[src/rtl/pcm_out_pkg.sv]
// Shared definitions for the multichannel PCM serial output interface.
// Assumes one 512fs master clock; all other timing is derived from it.
package pcm_out_pkg;

    localparam int SLOT_BITS_DEF     = 32;
    localparam int LINES             = 3;
    localparam int MCLK_PER_WORD_DEF = 512;

    // Word-rate selection after priority resolution; value = divider shift.
    typedef enum logic [1:0] {
        RATE_1X = 2'd0,
        RATE_2X = 2'd1,
        RATE_4X = 2'd2
    } rate_e;

    // Resolve the two select bits: full rate wins, then quadruple, else double.
    function automatic rate_e decode_rate(input logic [1:0] sel);
        if (sel[1])
            return RATE_1X;
        else if (sel[0])
            return RATE_4X;
        else
            return RATE_2X;
    endfunction

endpackage

[src/rtl/pcm_master_clk.sv]
// Master-mode clock generator.
// Divides the master clock into a bit clock and a word clock for the chosen
// word rate, and flags the cycle on which the bit clock is about to fall.
// Assumes MCLK_PER_WORD / (2*SLOT_BITS) >= 8 so the 4x rate still has a
// bit period of at least two master clocks.
module pcm_master_clk
    import pcm_out_pkg::*;
#(
    parameter int SLOT_BITS     = SLOT_BITS_DEF,
    parameter int MCLK_PER_WORD = MCLK_PER_WORD_DEF
) (
    input  logic  clk,
    input  logic  rst_n,
    input  rate_e rate,
    input  logic  fmt_i2s,
    output logic  m_bck,
    output logic  m_wck,
    output logic  m_fall,
    output logic  m_wck_next
);

    localparam int CNT_W  = $clog2(MCLK_PER_WORD);
    localparam int BIT_SH = CNT_W - 1 - $clog2(SLOT_BITS);  // log2 bit period at 1x
    localparam int B1 = BIT_SH - 1;                         // bck bit at 1x
    localparam int B2 = BIT_SH - 2;                         // bck bit at 2x
    localparam int B4 = BIT_SH - 3;                         // bck bit at 4x

    logic [CNT_W-1:0] cnt;
    logic [CNT_W-1:0] cnt_nxt;
    logic             right_now;
    logic             right_nxt;

    // Position counter; all-ones at reset puts both clocks in their idle levels.
    always_ff @(posedge clk) begin
        if (!rst_n)
            cnt <= '1;
        else
            cnt <= cnt_nxt;
    end

    // Decode bit clock, slot half and the pre-fall flag for the active rate.
    always_comb begin
        unique case (rate)
            RATE_4X: begin
                cnt_nxt   = (cnt + 1'b1) & ({CNT_W{1'b1}} >> 2);
                m_bck     = cnt[B4];
                m_fall    = &cnt[B4:0];
                right_now = cnt[CNT_W-3];
                right_nxt = cnt_nxt[CNT_W-3];
            end
            RATE_2X: begin
                cnt_nxt   = (cnt + 1'b1) & ({CNT_W{1'b1}} >> 1);
                m_bck     = cnt[B2];
                m_fall    = &cnt[B2:0];
                right_now = cnt[CNT_W-2];
                right_nxt = cnt_nxt[CNT_W-2];
            end
            default: begin
                cnt_nxt   = cnt + 1'b1;
                m_bck     = cnt[B1];
                m_fall    = &cnt[B1:0];
                right_now = cnt[CNT_W-1];
                right_nxt = cnt_nxt[CNT_W-1];
            end
        endcase
    end

    // Word clock polarity: left half is high for left-justified, low for I2S.
    assign m_wck      = fmt_i2s ? right_now : ~right_now;
    assign m_wck_next = fmt_i2s ? right_nxt : ~right_nxt;

endmodule

[src/rtl/pcm_slave_edge.sv]
// Slave-mode edge detector.
// Samples the received bit clock and reports a falling edge on the master
// clock edge that first sees it low, together with the current word clock.
// Assumes the received clocks are synchronous to clk.
module pcm_slave_edge (
    input  logic clk,
    input  logic rst_n,
    input  logic bck_in,
    input  logic wck_in,
    output logic s_fall,
    output logic s_wck
);

    logic bck_q;

    // Previous bit-clock level for fall detection.
    always_ff @(posedge clk) begin
        if (!rst_n)
            bck_q <= 1'b0;
        else
            bck_q <= bck_in;
    end

    assign s_fall = bck_q & ~bck_in;
    assign s_wck  = wck_in;

endmodule

[src/rtl/pcm_lane_ser.sv]
// One serial data line.
// Holds the pair of words for one line, shifts them out MSB first on each
// bit-clock fall, and fills with zeros once a word is exhausted. The I2S
// stream is the left-justified stream delayed by one bit period.
// Assumes fall_evt pulses for one clk per bit-clock fall.
module pcm_lane_ser #(
    parameter int SLOT_BITS = 32
) (
    input  logic                 clk,
    input  logic                 rst_n,
    input  logic                 fmt_i2s,
    input  logic                 fall_evt,
    input  logic                 boundary,
    input  logic                 to_right,
    input  logic [SLOT_BITS-1:0] left_word,
    input  logic [SLOT_BITS-1:0] right_word,
    output logic                 ser_bit
);

    localparam int MSB = SLOT_BITS - 1;

    logic [SLOT_BITS-1:0] shreg;
    logic [SLOT_BITS-1:0] hold_right;
    logic                 lj_bit;
    logic                 dly_bit;

    // Load on slot start, otherwise shift; zeros enter from the bottom.
    always_ff @(posedge clk) begin
        if (!rst_n) begin
            shreg      <= '0;
            hold_right <= '0;
            lj_bit     <= 1'b0;
            dly_bit    <= 1'b0;
        end else if (fall_evt) begin
            dly_bit <= lj_bit;
            if (boundary) begin
                lj_bit     <= left_word[MSB];
                shreg      <= left_word << 1;
                hold_right <= right_word;
            end else if (to_right) begin
                lj_bit <= hold_right[MSB];
                shreg  <= hold_right << 1;
            end else begin
                lj_bit <= shreg[MSB];
                shreg  <= shreg << 1;
            end
        end
    end

    assign ser_bit = fmt_i2s ? dly_bit : lj_bit;

endmodule

[src/rtl/pcm_serial_out.sv]
// Multichannel PCM serial output interface (top).
// Serializes six 32-bit samples onto three lines in left-justified or I2S
// framing, as clock master or slave, with mute and an external bypass.
// Assumes slave clocks are synchronous to clk with levels >= 2 clk long.
module pcm_serial_out
    import pcm_out_pkg::*;
#(
    parameter int SLOT_BITS     = SLOT_BITS_DEF,
    parameter int MCLK_PER_WORD = MCLK_PER_WORD_DEF
) (
    input  logic                 clk,
    input  logic                 rst_n,
    input  logic [1:0]           rate_sel,
    input  logic                 fmt_i2s,
    input  logic                 clk_slave,
    input  logic                 mute_n,
    input  logic                 ext_sel,
    input  logic [SLOT_BITS-1:0] smp_fl,
    input  logic [SLOT_BITS-1:0] smp_fr,
    input  logic [SLOT_BITS-1:0] smp_sl,
    input  logic [SLOT_BITS-1:0] smp_sr,
    input  logic [SLOT_BITS-1:0] smp_c,
    input  logic [SLOT_BITS-1:0] smp_sw,
    input  logic                 bck_in,
    input  logic                 wck_in,
    input  logic                 ext_bck,
    input  logic                 ext_wck,
    input  logic [LINES-1:0]     ext_data,
    output logic                 bck_out,
    output logic                 wck_out,
    output logic                 clk_oe,
    output logic [LINES-1:0]     data_out
);

    rate_e                rate;
    logic                 m_bck, m_wck, m_fall, m_wck_next;
    logic                 s_fall, s_wck;
    logic                 fall_evt, wck_next, left_next;
    logic                 last_left;
    logic                 slot_chg, boundary, to_right;
    logic [SLOT_BITS-1:0] left_w  [LINES];
    logic [SLOT_BITS-1:0] right_w [LINES];
    logic [LINES-1:0]     ser;

    assign rate = decode_rate(rate_sel);

    pcm_master_clk #(
        .SLOT_BITS     (SLOT_BITS),
        .MCLK_PER_WORD (MCLK_PER_WORD)
    ) mclk_i (
        .clk        (clk),
        .rst_n      (rst_n),
        .rate       (rate),
        .fmt_i2s    (fmt_i2s),
        .m_bck      (m_bck),
        .m_wck      (m_wck),
        .m_fall     (m_fall),
        .m_wck_next (m_wck_next)
    );

    pcm_slave_edge sedge_i (
        .clk    (clk),
        .rst_n  (rst_n),
        .bck_in (bck_in),
        .wck_in (wck_in),
        .s_fall (s_fall),
        .s_wck  (s_wck)
    );

    // Pick the event source: generated clocks as master, received as slave.
    assign fall_evt  = clk_slave ? s_fall : m_fall;
    assign wck_next  = clk_slave ? s_wck  : m_wck_next;
    assign left_next = fmt_i2s ? ~wck_next : wck_next;
    assign slot_chg  = fall_evt & (left_next != last_left);
    assign boundary  = slot_chg & left_next;
    assign to_right  = slot_chg & ~left_next;

    // Slot seen at the last bit-clock fall; starts on the right slot.
    always_ff @(posedge clk) begin
        if (!rst_n)
            last_left <= 1'b0;
        else if (fall_evt)
            last_left <= left_next;
    end

    assign left_w[0]  = smp_fl;
    assign right_w[0] = smp_fr;
    assign left_w[1]  = smp_sl;
    assign right_w[1] = smp_sr;
    assign left_w[2]  = smp_c;
    assign right_w[2] = smp_sw;

    for (genvar g = 0; g < LINES; g++) begin : g_lane
        pcm_lane_ser #(
            .SLOT_BITS (SLOT_BITS)
        ) lane_i (
            .clk        (clk),
            .rst_n      (rst_n),
            .fmt_i2s    (fmt_i2s),
            .fall_evt   (fall_evt),
            .boundary   (boundary),
            .to_right   (to_right),
            .left_word  (left_w[g]),
            .right_word (right_w[g]),
            .ser_bit    (ser[g])
        );
    end

    // Pin multiplexing: bypass first, then mute applied right at the output.
    always_comb begin
        if (ext_sel) begin
            bck_out  = ext_bck;
            wck_out  = ext_wck;
            clk_oe   = 1'b1;
            data_out = ext_data;
        end else begin
            bck_out  = m_bck;
            wck_out  = m_wck;
            clk_oe   = ~clk_slave;
            data_out = mute_n ? ser : '0;
        end
    end

endmodule

[config.mk]
export PLATFORM = sky130hd
export DESIGN_NAME = pcm_serial_out
export DESIGN_NICKNAME = d
export VERILOG_FILES = /design/src/rtl/pcm_out_pkg.sv /design/src/rtl/pcm_master_clk.sv /design/src/rtl/pcm_slave_edge.sv /design/src/rtl/pcm_lane_ser.sv /design/src/rtl/pcm_serial_out.sv
export SDC_FILE = /design/constraint.sdc
export NUM_CORES = 1
export LEC_CHECK = 0
export BUFFER_PORTS_ARGS = -buffer_cell sky130_fd_sc_hd__clkbuf_2
export CAP_MARGIN = 20
export CORE_ASPECT_RATIO = 0.8
export CORE_MARGIN = 3
export CORE_UTILIZATION = 48
export CTS_CLUSTER_SIZE = 14
export DETAILED_ROUTE_END_ITERATION = 12
export PLACE_DENSITY = 0.8
export SETUP_SLACK_MARGIN = 0.02
export SLEW_MARGIN = 10
export SYNTH_ARGS = -nofsm -noshare
export SYNTH_HDL_FRONTEND = slang
export SYNTH_SLANG_ARGS = --single-unit
[constraint.sdc]
create_clock -name clk -period 2.3 [get_ports clk]
set_clock_uncertainty 0.05 [all_clocks]
set_input_delay 0.46 -clock clk [delete_from_list [all_inputs] [get_ports clk]]
set_output_delay 0.46 -clock clk [all_outputs]
set_load 0.005 [all_outputs]
==> results.json <==
{
  "violations": "negative setup slack",
  "ys_ff_latch": 206,
  "dieArea_sq_um": 20000,
  "cts_tree": "yes",
  "crit_arrival_ns": 2.85,
  "critPathCaptureType": "flip-flop",
  "place_congestion": 0.827,
  "die_w_um": 157,
  "p_leak_nw": 4.76,
  "grt_pass1_vias": 7795,
  "setup_viol": 191,
  "synthAdderAreaFrac_pct": 0.285,
  "num_io_pins": 213,
  "final_cell_area_sq_um": 11600,
  "core_area_sq_um": 17600,
  "drv_cap": 0,
  "fmax_mhz": 401,
  "root_buffer": "clkbuf_16",
  "clkSinkCount": 206,
  "synth_warnings": 0,
  "peakVddDrop_v": 0.000453,
  "synth_area_leaders": "dfxtp_1 (47%), nand2_1 (13%), mux2i_1 (12%)",
  "first_pass_iters": 7,
  "hold_viol": 0,
  "row_count": 43,
  "critPathSlowestCell": "dfxtp_4",
  "synthSimpleGateAreaFrac_pct": 15.0,
  "wirelength_um": 25000,
  "grt_max_degree": 58,
  "io_buffers": 212,
  "clock_latency_ns": 0.49,
  "hp-class": "primary input to flip-flop",
  "period_minus_slack_ns": 2.49,
  "syn_to_final_growth_pct": 31.8,
  "pwr_density_cell_nw_per_um2": 754,
  "synth_top_area_share_pct": 46.9,
  "cts_buffer_depth": 3,
  "synth-compound-area-share_pct": 16.8,
  "synth_top_area_cell": "dfxtp_1",
  "post-route-period-util_pct": 108,
  "report.power.total_w": 0.00874,
  "grt_pass1_wl_um": 38000,
  "overflow": 0,
  "path_cells": "ha_4 -> and3_4 -> and3_1 -> a311o_1 -> nor3_4 -> buf_4 -> o21a_4 -> buf_12 -> nand2_1 -> a21oi_1",
  "final_common_cell": "nand2_1",
  "synthFlopType": "dfxtp_1",
  "drive_above_1_share_pct": 26.8,
  "antenna_found_initial": 0,
  "startpoint_type": "flip-flop",
  "place_hpwl_um": 16300,
  "final_cell_mix": "nand2_1 (303), clkbuf_2 (212), dfxtp_1 (199), a21oi_1 (99), mux2i_1 (97)",
  "critPathRequiredTime_ns": 2.66,
  "drc": 0,
  "vias": 8122,
  "relSlewSlack_pct": 73.9,
  "fin_ws_ns": -0.191,
  "syn_inst": 1037,
  "slew_violations": 0,
  "place_area_sq_um": 10500,
  "die_height_um": 127,
  "cp_max_fo": 34,
  "status": "finished with violations",
  "grt_use_total_pct": 22.9,
  "synth_top_family_by_area": "compound AO/OA/AOI/OAI gates",
  "synth_nets": 1246,
  "ys_seq_area_share_pct": 46.9,
  "initial_core_util_pct": 49.8,
  "drtIter0Drc": 541,
  "htree_levels": 1,
  "synthArstFlopShare_pct": 0,
  "final_nets": 1473,
  "antenna_left": 0,
  "syn_area_sq_um": 8790,
  "numCtsBuffers": 20,
  "tightest_slew_ns": 0.391,
  "path_class": "flip-flop to flip-flop",
  "muxShareOfSynthArea_pct": 11.9,
  "synth_edf_count": 0,
  "synth_area_per_cell_sq_um": 8.48,
  "synth.distinct_cells": 40,
  "cts.clk_slew.worst_paths_ns": 0.07,
  "viasPerCell": 5.41,
  "synth_xor_area_share_pct": 0.399,
  "wl_per_cell_um": 16.6,
  "antenna_cells": 0,
  "grt_setup_unrepaired": "yes",
  "cpPeakStageDelay_ns": 0.36
}
[routing by layer]
metal / global-route usage, % / vias to the layer above / part of all wire [%]
met4: 4.23 / 0 / 1.9
li1: - / 3977 / -
met3: 4.17 / 44 / 7.3
met2: 38.7 / 330 / 47
met5: 0 / - / 0
met1: 31.1 / 3771 / 44
[power breakdown]
group | leakage (nW) | switching (W) | internal [W]
sequential | 1.67 | 0.000162 | 0.00383
combinational | 2.77 | 0.000755 | 0.000694
clock | 0.326 | 0.00133 | 0.00197
[final cells by class]
class | instances | area [sq um]
clock buffer | 32 | 627
clock inverter | 2 | 35.0
fill | 1409 | 6060
inverter | 94 | 354
multi-input combinational | 659 | 4040
sequential | 206 | 4140
tap | 225 | 282
timing repair buffer | 283 | 2110
[worst max-delay path, delay by kind of cell (launching register included)]
kind | cells | cell delay [ns]
and+or+nand+nor | 4 | 0.75
AOI/OAI and AO/OA | 3 | 0.70
buffers and inverters | 2 | 0.41
DFF | 1 | 0.36
adders and majority gates | 1 | 0.15
[synthesized netlist by cell type (all sizes together) (2+ instances only)]
master and count:
a21oi 99, nor3 2, ha 2, and2 2, nor2b 2, nand3 2, o211ai 2, dfxtp 206
nand2 303, xor2 3, o221ai 93, nor2 6, inv 94, a31oi 4, clkbuf 37, buf 41
nand2b 6, mux2i 103, o21ai 14, and3 5
[final timing paths]
kind,startpoint,end,slack [ns],cells past startpoint
setup / recovery,mclk_i.cnt[0]$_SDFF_PN1_,g_lane[0].lane_i.hold_right[1]$_SDFFE_PN0P_,-0.19,10
hold / removal,smp_sr[5],g_lane[1].lane_i.hold_right[5]$_SDFFE_PN0P_,0.14,3
setup reg to reg,mclk_i.cnt[0]$_SDFF_PN1_,g_lane[0].lane_i.hold_right[1]$_SDFFE_PN0P_,-0.19,10
hold reg to reg,g_lane[0].lane_i.hold_right[31]$_SDFFE_PN0P_,g_lane[0].lane_i.hold_right[31]$_SDFFE_PN0P_,0.40,2
[flip-flops by register name (all words and copies together) (netlist names)]
register / cells
g_lane.lane_i.dly_bit: 3
g_lane.lane_i.hold_right: 96
g_lane.lane_i.lj_bit: 3
g_lane.lane_i.shreg: 93
last_left: 1
mclk_i.cnt: 9
sedge_i.bck_q: 1
[through the flow]
stage               util (%)  std cells  TNS (ns)  hold slack, ns  worst slack (ns)
global placement        59.2       1450     -6.81           0.391           -0.0945
CTS                     63.5       1489    -21.54           0.123            -0.171
finish                  65.7       1501    -23.30           0.136            -0.191
global route            65.7       1501    -40.82           0.130            -0.301
floorplan                  -       1037         0           0.366            0.0206
detailed placement      59.2       1450    -18.29           0.396            -0.188
[logic make-up (layout without fill, tap and decap cells)]
| family | count (synthesis) | after routing |
|---|---|---|
| xor+xnor | 4 | 4 |
| flops | 206 | 206 |
| fa+ha+maj | 2 | 2 |
| simple gates | 332 | 332 |
| mux | 104 | 104 |
| buf+inv | 172 | 411 |
| compound gates | 217 | 217 |
[timing repair]
item	4_1_cts	5_1_grt
gates cloned	2	10
hold buffers	0	0
pin swaps	3	9
buffers inserted	3	2
resized for setup	5	33
endpoints found under the setup margin	192	193
No activity file was read; power rests on OpenSTA's default activity.
